<file path="src/rtl/dkg_pkg.sv">
// Package: shared types and constants for the debug-port key unlock gate.
// Assumes an 8-bit data path; the address width is set at the top level.
package dkg_pkg;

    // Sequencer states for one power-on key-entry window
    typedef enum logic [1:0] {
        ST_COLLECT  = 2'd0,   // taking key bytes
        ST_BREAK    = 2'd1,   // one-cycle break request
        ST_WAIT_ACK = 2'd2,   // waiting for the transmitter to accept
        ST_OPEN     = 2'd3    // decision taken, window closed
    } seq_state_t;

    localparam logic [7:0] BLANK_BYTE   = 8'hFF;
    localparam logic [7:0] INVALID_BYTE = 8'h00;

endpackage

</file>
<file path="src/rtl/dkg_key_store.sv">
// Module: stored key bank. Holds KEY_LEN bytes at KEY_BASE..KEY_BASE+KEY_LEN-1.
// It models non-volatile contents, so no reset touches it. Erase blanks every
// byte and overrides a write in the same cycle.
// Assumes KEY_LEN is a power of two so the read index covers the bank exactly.
module dkg_key_store #(
    parameter int              AW       = 16,
    parameter int              KEY_LEN  = 8,
    parameter logic [AW-1:0]   KEY_BASE = 16'hFFF6,
    localparam int             IW       = $clog2(KEY_LEN)
) (
    input  logic          clk,
    input  logic          wr_en,
    input  logic [AW-1:0] wr_addr,
    input  logic [7:0]    wr_data,
    input  logic          erase,
    input  logic [IW-1:0] rd_idx,
    output logic [7:0]    rd_byte
);
    import dkg_pkg::*;

    logic [7:0] key_q [KEY_LEN];

    for (genvar g = 0; g < KEY_LEN; g++) begin : g_slot
        localparam logic [AW-1:0] SLOT_ADDR = AW'(KEY_BASE + AW'(g));

        // Purpose: update one key byte from erase or a matching write
        always_ff @(posedge clk) begin
            if (erase) begin
                key_q[g] <= BLANK_BYTE;
            end else if (wr_en && (wr_addr == SLOT_ADDR)) begin
                key_q[g] <= wr_data;
            end
        end
    end

    // Purpose: present the byte the sequencer is comparing against
    assign rd_byte = key_q[rd_idx];

endmodule

</file>
<file path="src/rtl/dkg_seq.sv">
// Module: key-entry sequencer. It counts KEY_LEN received bytes after power-on
// reset and keeps a sticky mismatch flag. It then pulses a break request and
// waits for the acknowledge. The unlock decision is latched when the last byte
// arrives. Only por_n restarts it.
module dkg_seq #(
    parameter int  KEY_LEN = 8,
    localparam int IW      = $clog2(KEY_LEN)
) (
    input  logic          clk,
    input  logic          por_n,
    input  logic          rx_valid,
    input  logic [7:0]    rx_data,
    input  logic [7:0]    key_byte,
    output logic [IW-1:0] key_idx,
    input  logic          brk_ack,
    output logic          brk_req,
    output logic          unlocked
);
    import dkg_pkg::*;

    localparam logic [IW-1:0] LAST_IDX = IW'(KEY_LEN - 1);

    seq_state_t    state_q;
    logic [IW-1:0] idx_q;
    logic          fail_q;
    logic          unlocked_q;
    logic          byte_bad;

    // Purpose: compare the incoming byte with the stored byte at the same position
    assign byte_bad = (rx_data != key_byte);

    // Purpose: walk the key-entry window and latch the decision
    always_ff @(posedge clk) begin
        if (!por_n) begin
            state_q    <= ST_COLLECT;
            idx_q      <= '0;
            fail_q     <= 1'b0;
            unlocked_q <= 1'b0;
        end else begin
            unique case (state_q)
                ST_COLLECT: begin
                    if (rx_valid) begin
                        fail_q <= fail_q | byte_bad;
                        if (idx_q == LAST_IDX) begin
                            state_q    <= ST_BREAK;
                            unlocked_q <= ~(fail_q | byte_bad);
                        end else begin
                            idx_q <= idx_q + 1'b1;
                        end
                    end
                end
                ST_BREAK:    state_q <= brk_ack ? ST_OPEN : ST_WAIT_ACK;
                ST_WAIT_ACK: if (brk_ack) state_q <= ST_OPEN;
                ST_OPEN:     state_q <= ST_OPEN;
                default:     state_q <= ST_OPEN;
            endcase
        end
    end

    assign key_idx  = idx_q;
    assign brk_req  = (state_q == ST_BREAK);
    assign unlocked = unlocked_q;

endmodule

</file>
<file path="src/rtl/dkg_access_gate.sv">
// Module: bus access gate. It answers the status address with the unlock flag,
// replaces protected read data with a constant while locked, and registers an
// illegal-address reset request for a locked fetch from the protected range.
// Assumes the protected range runs from PROT_BASE to the top of the address space.
module dkg_access_gate #(
    parameter int            AW        = 16,
    parameter logic [AW-1:0] PROT_BASE = 16'hEE00,
    parameter logic [AW-1:0] STAT_ADDR = 16'h0080,
    parameter int            STAT_BIT  = 6
) (
    input  logic          clk,
    input  logic          por_n,
    input  logic          rst_n,
    input  logic          unlocked,
    input  logic [AW-1:0] bus_addr,
    input  logic          bus_fetch,
    input  logic [7:0]    mem_rdata,
    output logic [7:0]    bus_rdata,
    output logic          ill_addr_rst
);
    import dkg_pkg::*;

    logic       in_prot;
    logic [7:0] stat_byte;
    logic       trap_q;

    assign in_prot = (bus_addr >= PROT_BASE);

    // Purpose: build the read-only status byte
    always_comb begin
        stat_byte           = '0;
        stat_byte[STAT_BIT] = unlocked;
    end

    // Purpose: select status, invalid constant or array data for a read
    always_comb begin
        if (bus_addr == STAT_ADDR) begin
            bus_rdata = stat_byte;
        end else if (in_prot && !unlocked) begin
            bus_rdata = INVALID_BYTE;
        end else begin
            bus_rdata = mem_rdata;
        end
    end

    // Purpose: register the illegal-address reset request for a locked protected fetch
    always_ff @(posedge clk) begin
        if (!por_n || !rst_n) begin
            trap_q <= 1'b0;
        end else begin
            trap_q <= bus_fetch && in_prot && !unlocked;
        end
    end

    assign ill_addr_rst = trap_q;

endmodule

</file>
<file path="src/rtl/dbg_key_gate.sv">
// Module: top of the debug-port key unlock gate. It joins the key store, the
// key-entry sequencer and the bus access gate. Two resets: por_n restarts key
// entry, while rst_n only clears the trap request and leaves the decision alone.
module dbg_key_gate #(
    parameter int            AW        = 16,
    parameter int            KEY_LEN   = 8,
    parameter logic [AW-1:0] KEY_BASE  = 16'hFFF6,
    parameter logic [AW-1:0] PROT_BASE = 16'hEE00,
    parameter logic [AW-1:0] STAT_ADDR = 16'h0080,
    parameter int            STAT_BIT  = 6
) (
    input  logic          clk,
    input  logic          por_n,
    input  logic          rst_n,
    input  logic          rx_valid,
    input  logic [7:0]    rx_data,
    output logic          brk_req,
    input  logic          brk_ack,
    output logic          key_unlocked,
    input  logic [AW-1:0] bus_addr,
    input  logic          bus_fetch,
    input  logic [7:0]    mem_rdata,
    output logic [7:0]    bus_rdata,
    output logic          ill_addr_rst,
    input  logic          key_wr_en,
    input  logic [AW-1:0] key_wr_addr,
    input  logic [7:0]    key_wr_data,
    input  logic          key_erase
);
    localparam int IW = $clog2(KEY_LEN);

    logic [IW-1:0] key_idx;
    logic [7:0]    key_byte;

    dkg_key_store #(.AW(AW), .KEY_LEN(KEY_LEN), .KEY_BASE(KEY_BASE)) u_store (
        .clk     (clk),
        .wr_en   (key_wr_en),
        .wr_addr (key_wr_addr),
        .wr_data (key_wr_data),
        .erase   (key_erase),
        .rd_idx  (key_idx),
        .rd_byte (key_byte)
    );

    dkg_seq #(.KEY_LEN(KEY_LEN)) u_seq (
        .clk      (clk),
        .por_n    (por_n),
        .rx_valid (rx_valid),
        .rx_data  (rx_data),
        .key_byte (key_byte),
        .key_idx  (key_idx),
        .brk_ack  (brk_ack),
        .brk_req  (brk_req),
        .unlocked (key_unlocked)
    );

    dkg_access_gate #(.AW(AW), .PROT_BASE(PROT_BASE), .STAT_ADDR(STAT_ADDR),
                      .STAT_BIT(STAT_BIT)) u_gate (
        .clk          (clk),
        .por_n        (por_n),
        .rst_n        (rst_n),
        .unlocked     (key_unlocked),
        .bus_addr     (bus_addr),
        .bus_fetch    (bus_fetch),
        .mem_rdata    (mem_rdata),
        .bus_rdata    (bus_rdata),
        .ill_addr_rst (ill_addr_rst)
    );

endmodule

</file>
<file path="config.mk">
export PLATFORM = sky130hd
export DESIGN_NAME = dbg_key_gate
export DESIGN_NICKNAME = d
export VERILOG_FILES = /design/src/rtl/dkg_pkg.sv /design/src/rtl/dkg_key_store.sv /design/src/rtl/dkg_seq.sv /design/src/rtl/dkg_access_gate.sv /design/src/rtl/dbg_key_gate.sv
export SDC_FILE = /design/constraint.sdc
export NUM_CORES = 1
export LEC_CHECK = 0
export ABC_CLOCK_PERIOD_IN_PS = 2380
export BUFFER_PORTS_ARGS = -buffer_cell sky130_fd_sc_hd__buf_2
export CAP_MARGIN = 5
export CELL_PAD_IN_SITES_DETAIL_PLACEMENT = 0
export CELL_PAD_IN_SITES_GLOBAL_PLACEMENT = 1
export CORE_MARGIN = 5
export CORE_UTILIZATION = 39
export DETAILED_ROUTE_END_ITERATION = 7
export PLACE_DENSITY = 0.76
export SYNTH_ARGS = -nofsm -noshare
export SYNTH_HDL_FRONTEND = slang
export SYNTH_SLANG_ARGS = --single-unit
</file>
<file path="constraint.sdc">
create_clock -name clk -period 2.38 [get_ports clk]
set_input_delay 0 -clock clk [delete_from_list [all_inputs] [get_ports clk]]
set_output_delay 0 -clock clk [all_outputs]
set_load 0.03 [all_outputs]
</file>
==> impl_metrics.csv, run 1 <==
group,metric,value,unit
outcome,status,"finished, final reports clean",
cells_and_area,drive_above_1_share,38.8,%
clock_network,cts_tree,"built",
sta,setup_viol,0,
global_route,grt_busiest_layer,"met2",
worst_setup_path,crit_type,"register to register",
floorplanning,rows,35,
drt,drt_iter0_drc,117,
min_path,min_from,"key_wr_data[1]",
pwr,p_int,2.12,mW
cells_and_area,fillers,813,
cells_and_area,antenna_cells,0,
cells_and_area,final_cell_mix,"buf_2, edfxtp_1, or2_2",
global_route,grt_use_met3,4.88,%
sta,finalSetupTns,0,ps
yosys,synth_fa_ha_area_share,0.688,%
yosys,synth_edf_count,64,
sta,slew_violations,0,
yosys,synthFlopType,"edfxtp_1",
pwr,p_leak,1.61,nW
min_path,hp-class,"primary input to register",
placed_design,hpwlAfterDp,6400,um
global_route,use_met2,23.9,%
global_route,gr-usage-all-layers,15.6,%
worst_setup_path,cp-end-kind,"register",
drt,ant_nets,0,
global_route,grt_max_degree,17,
yosys,synth_nets,342,
global_route,gr-total-overflow,0,
clock_network,cts_num_sinks,75,
worst_setup_path,worstPathRequired,2620,ps
yosys,synth_top_family_by_area,"simple AND/OR/NAND/NOR gates",
yosys,avgSynthCellArea,13.2,um^2
drt,drtPass1Iterations,4,
clock_network,htreeDepth,3,
yosys,synthDistinctLibCells,41,
placed_design,port_buffers,74,
worst_setup_path,cp.arrival,2380,ps
floorplanning,core-area,0.00915,mm^2
flow_run,cap_viol_max_count,0,
drt,vias,2534,
drt,wl_per_cell,18.1,um
yosys,synth_simple_gate_area_share,20.7,%
drt,drc,0,
sta,rsz0062_at_grt,"false",
floorplanning,initial_core_util,39.7,%
sta,setup_ws,245,ps
pwr,combPwrFrac,11.7,%
clock_network,cts_buffer_depth,2,
yosys,synth_cells,276,
yosys,ys_ff_latch,75,
drt,wl,8700,um
cells_and_area,synthToLayoutAreaGrowth,20.8,%
clock_network,cts-resized-gates,0,
placed_design,place_area,0.00413,mm^2
yosys,synth-xor-area-share,1.20,%
sta,slew_headroom,66.8,%
yosys,ys_warn_count,0,
worst_setup_path,worstPathMaxFanout,6,
floorplanning,die_h,107,um
sta,skew,8.10,ps
worst_setup_path,slowest_delay,590,ps
sta,fin_crit_sh,89.7,%
global_route,grt_pass1_vias,2491,
pwr,power.total,2.80,mW
pwr,irDropWorstVdd,0.274,mV
pwr,pwr-share-clk,34.0,%
worst_setup_path,start_kind,"register",
yosys,ys_seq_area_share,58.9,%
drt,via_per_inst,5.28,
floorplanning,pin_count,75,
pwr,pwr-share-seq,54.2,%
pwr,p_sw,0.678,mW
yosys,async_reset_ff_share,0,%
yosys,synth-compound-area-share,5.44,%
clock_network,numCtsBuffers,9,
placed_design,pre_cts_ws,218,ps
global_route,grt_pass1_wl,13100,um
worst_setup_path,cp_slowest_cell,"mux4_1",
pwr,p_per_area,637,mW/mm^2
clock_network,cts_root_buf,"clkbuf_8",
clock_network,path_clk_slew,80,ps
global_route,use_met1,20.4,%
placed_design,gp_congestion,0.751,
yosys,synth.mux.area_fraction,11.1,%
floorplanning,die-area,0.0114,mm^2
cells_and_area,fin_area,0.00439,mm^2
sta,whs,24.3,ps
floorplanning,die_x,107,um
yosys,syn_area,0.00364,mm^2
clock_network,clock_latency,360,ps
pwr,swShare,24.2,%
worst_setup_path,path_cells,"mux4_1 -> mux2i_1 -> xor2_1 -> o221ai_1 -> nor4_2 -> o21ai_1",
cells_and_area,mostFrequentLayoutCell,"buf_2",
sta,timing.fmax,468,MHz
sta,tightest_slew,498,ps
sta,min_period,2140,ps
cells_and_area,fin_nets,430,
global_route,antenna_found_initial,0,
sta,hold_viol,0,
[timing repair]
item	in CTS	in global routing
hold endpoints to repair	17	0
buffers inserted	0	0
hold buffers	7	0
[flip-flops by register name, summed over array words and instances, names as in the netlist, named ones only]
signal and count:
u_gate.ill_addr_rst 1, u_seq.key_idx 3, u_store.key_q 64, u_seq.fail_q 1, u_seq.state_q 2, u_seq.unlocked 1
[cells by family after synthesis]
logic type                 after synthesis
AOI/OAI and AO/OA                       28
and+or+nand+nor                        124
muxes                                   30
xor gates and xnor gates                 5
adders and majority gates                2
DFF                                     75
buffers and inverters                   12
[synthesized netlist by cell type (3+ instances only)]
| cell type | n | area (um^2) |
|---|---|---|
| edfxtp_1 | 64 | 1920 |
| mux2i_1 | 22 | 220 |
| and3_1 | 4 | 25.0 |
| a22oi_1 | 8 | 60.1 |
| nor4_1 | 4 | 25.0 |
| nand2_1 | 9 | 33.8 |
| a21oi_1 | 5 | 25.0 |
| dfxtp_1 | 11 | 220 |
| mux4_2 | 7 | 158 |
| nor2_1 | 8 | 30.0 |
| nor2b_1 | 6 | 37.5 |
| and2_1 | 11 | 68.8 |
| xor2_1 | 3 | 26.3 |
| or2_2 | 40 | 250 |
| clkbuf_1 | 8 | 30.0 |
| nand2b_1 | 9 | 56.3 |
| or3_1 | 17 | 106 |
| nand3_1 | 3 | 15.0 |
| a21o_1 | 6 | 45.0 |
[path summary, 6_finish.rpt]
kind	to	slack, ps	cells past startpoint
hold reg to reg	u_seq.fail_q$_SDFFE_PN0P_	460	2
hold / removal	u_store.key_q[4][1]$_SDFFCE_PN1P_	20	2
setup / recovery	u_seq.fail_q$_SDFFE_PN0P_	240	6
setup reg to reg	u_seq.fail_q$_SDFFE_PN0P_	240	6
[routing by layer]
metal	vias to the layer above	routed length (um)
li1	1217	-
met4	0	170
met3	14	879
met1	1172	3720
met2	131	3930
met5	-	0
[critical path, delay by kind of cell, from the launching register on]
kind	cells	cell delay (ps)
and+or+nand+nor	1	230
DFF	1	520
AOI/OAI and AO/OA	2	280
muxes	2	770
xor gates and xnor gates	1	230
[metrics by stage]
step | utilization [%] | instances
after floorplan | - | 276
after global placement | 45.1 | 457
after detailed placement | 45.1 | 457
after CTS | 48.0 | 480
after global routing | 48.0 | 480
final | 48.0 | 480
[area by class of cell]
type / instances / area, um^2 / share of cell area, %
flip-flops and latches: 75 / 2140 / 48.8
multi-input cells: 189 / 1420 / 32.4
repair buffers: 88 / 493 / 11.2
well taps: 111 / 139 / 3.16
clock buffers: 9 / 124 / 2.82
clock inverters: 7 / 68.8 / 1.57
inverters: 1 / 3.75 / 0.0854
[power by group through the flow]
| stage | sequential (mW) | clock (mW) | combinational, mW |
|---|---|---|---|
| 6_report | 1.52 | 0.952 | 0.329 |
| 5_1_grt | 1.53 | 1.02 | 0.360 |
| 4_1_cts | 1.52 | 0.963 | 0.333 |
| 3_5_place_dp | 1.55 | 0 | 0.325 |
| 3_3_place_gp | 1.55 | 0 | 0.320 |
| 2_1_floorplan | 1.53 | 0 | 0.218 |
Note: power is estimated with default switching activity, not from simulation.
==> inputs of run 2 (changes only) <==
--- a/config.mk
+++ b/config.mk
@@ -12,6 +12,7 @@
 export CELL_PAD_IN_SITES_GLOBAL_PLACEMENT = 1
 export CORE_MARGIN = 5
 export CORE_UTILIZATION = 39
+export CTS_BUF_LIST = sky130_fd_sc_hd__clkbuf_4
 export DETAILED_ROUTE_END_ITERATION = 7
 export PLACE_DENSITY = 0.76
 export SYNTH_ARGS = -nofsm -noshare
==> constraint.sdc (replaced) <==
create_clock -name clk -period 2.38 [get_ports clk]
set_input_delay 0 -clock clk [delete_from_list [all_inputs] [get_ports clk]]
set_output_delay 0 -clock clk [all_outputs]
set_load 0.02 [all_outputs]
==> impl_metrics.csv, run 2 (synthesis results as in run 1) <==
group,metric,value,unit
pwr,irDropWorstVdd,0.251,mV
global_route,gr-total-overflow,0,
global_route,use_met2,24.3,%
cells_and_area,synthToLayoutAreaGrowth,21.4,%
clock_network,cts_num_sinks,75,
floorplanning,rows,35,
placed_design,place_area,0.00413,mm^2
global_route,gr-usage-all-layers,15.7,%
pwr,p_leak,1.62,nW
drt,drt_iter0_drc,128,
worst_setup_path,path_cells,"mux4_2 -> mux2i_1 -> xor2_1 -> o221ai_1 -> nor4_2 -> o21ai_1",
worst_setup_path,cp-end-kind,"register",
placed_design,gp_congestion,0.751,
floorplanning,initial_core_util,39.7,%
global_route,grt_busiest_layer,"met2",
floorplanning,die_x,107,um
sta,hold_viol,0,
drt,wl_per_cell,18.1,um
min_path,min_from,"key_wr_data[7]",
drt,drc,0,
sta,setup_viol,0,
placed_design,pre_cts_ws,218,ps
clock_network,htreeDepth,3,
cells_and_area,antenna_cells,0,
sta,skew,21.8,ps
drt,via_per_inst,5.24,
worst_setup_path,crit_type,"register to register",
sta,rsz0062_at_grt,"false",
worst_setup_path,reg2reg_to,"u_seq.fail_q$_SDFFE_PN0P_",
placed_design,port_buffers,74,
worst_setup_path,crit_cells,6,
placed_design,hpwlAfterDp,6400,um
worst_setup_path,cpLargestDelayFamily,"multiplexers",
worst_setup_path,critPathBufInv,0,
global_route,grt_use_met3,4.46,%
worst_setup_path,cp_slowest_cell,"dfxtp_1",
clock_network,cts_buffer_depth,2,
drt,ant_nets,0,
worst_setup_path,worst_setup_path_endpoint,"u_seq.fail_q$_SDFFE_PN0P_",
drt,vias,2556,
cells_and_area,drive_above_1_share,37.9,%
global_route,antenna_found_initial,0,
floorplanning,die-area,0.0114,mm^2
sta,slew_headroom,65.6,%
worst_setup_path,slowest_delay,540,ps
floorplanning,pin_count,75,
clock_network,numCtsBuffers,9,
global_route,grt_max_degree,17,
sta,finalSetupTns,0,ps
cells_and_area,fin_nets,438,
global_route,grt_pass1_wl,13200,um
sta,timing.fmax,470,MHz
drt,wl,8820,um
clock_network,cts_root_buf,"clkbuf_4",
flow_run,cap_viol_max_count,0,
clock_network,cts_tree,"built",
sta,min_period,2130,ps
clock_network,cts-resized-gates,0,
worst_setup_path,rrSetupSlack,250,ps
worst_setup_path,worstPathMaxFanout,6,
global_route,grt_pass1_vias,2532,
worst_setup_path,cp.arrival,2460,ps
cells_and_area,largest_register,"u_store.key_q",
cells_and_area,mostFrequentLayoutCell,"buf_2",
cells_and_area,largest_reg_flops,64,
floorplanning,core-area,0.00915,mm^2
sta,tightest_slew,515,ps
clock_network,clock_latency,440,ps
min_path,hp-class,"primary input to register",
cells_and_area,fin_area,0.00442,mm^2
worst_setup_path,start_kind,"register",
cells_and_area,final_cell_mix,"buf_2, edfxtp_1, or2_2",
sta,fin_crit_sh,89.3,%
sta,setup_ws,254,ps
outcome,status,"finished, final reports clean",
drt,drtPass1Iterations,4,
floorplanning,die_h,107,um
worst_setup_path,worstPathRequired,2720,ps
clock_network,path_clk_slew,130,ps
sta,slew_violations,0,
pwr,p_per_area,593,mW/mm^2
global_route,use_met1,20.4,%
worst_setup_path,rr_worst_depth,6,
## run 2: layout make-up
type	instances	area (um^2)
Clock inverter	7	68.8
Multi-Input combinational cell	189	1420
Sequential cell	75	2140
Timing Repair Buffer	96	573
Inverter	1	3.75
Clock buffer	9	67.6
Tap cell	111	139
Fill cell	817	4740
## run 2: timing repair
action	4_1_cts	5_1_grt
hold endpoints to repair	59	1
endpoints found under the setup margin	0	0
hold buffers	14	1
setup buffers	0	0
## run 2: report_power, final
group	switching [mW]	internal, mW	total (mW)
sequential	0.0327	1.48	1.52
combinational	0.166	0.166	0.332
clock	0.457	0.314	0.770
## run 2: how the worst min path moves through the flow
| stage | endpoint | slack [ps] | cells after the start |
|---|---|---|---|
| CTS | u_store.key_q[5][7]$_SDFFCE_PN1P_ | 3 | 2 |
| finish | u_store.key_q[4][7]$_SDFFCE_PN1P_ | 20 | 2 |
| global route | u_store.key_q[4][7]$_SDFFCE_PN1P_ | 4 | 2 |
| global placement | u_gate.ill_addr_rst$_SDFF_PP0_ | 260 | 2 |
| floorplan | u_seq.fail_q$_SDFFE_PN0P_ | 140 | 2 |
| detailed placement | u_gate.ill_addr_rst$_SDFF_PP0_ | 280 | 2 |
## run 2: worst reg2reg max path, stage by stage (launching register included)
cell	delay (ps)
dfxtp_1	540
mux4_2	540
mux2i_1	170
xor2_1	190
o221ai_1	150
nor4_2	330
o21ai_1	110
## run 2: layer usage
layer	wire, um	up-vias
met4	112	0
met1	3680	1179
met3	914	9
li1	-	1240
met5	0	-
met2	4110	128
## run 2: stage by stage
stage / utilization [%] / hold slack (ps) / std cells / power (mW)
floorplan: - / 144 / 276 / 1.74
global placement: 45.1 / 264 / 457 / 1.86
detailed placement: 45.1 / 276 / 457 / 1.87
CTS: 48.1 / 2.95 / 487 / 2.64
global route: 48.3 / 3.59 / 488 / 2.72
finish: 48.3 / 19.1 / 488 / 2.62
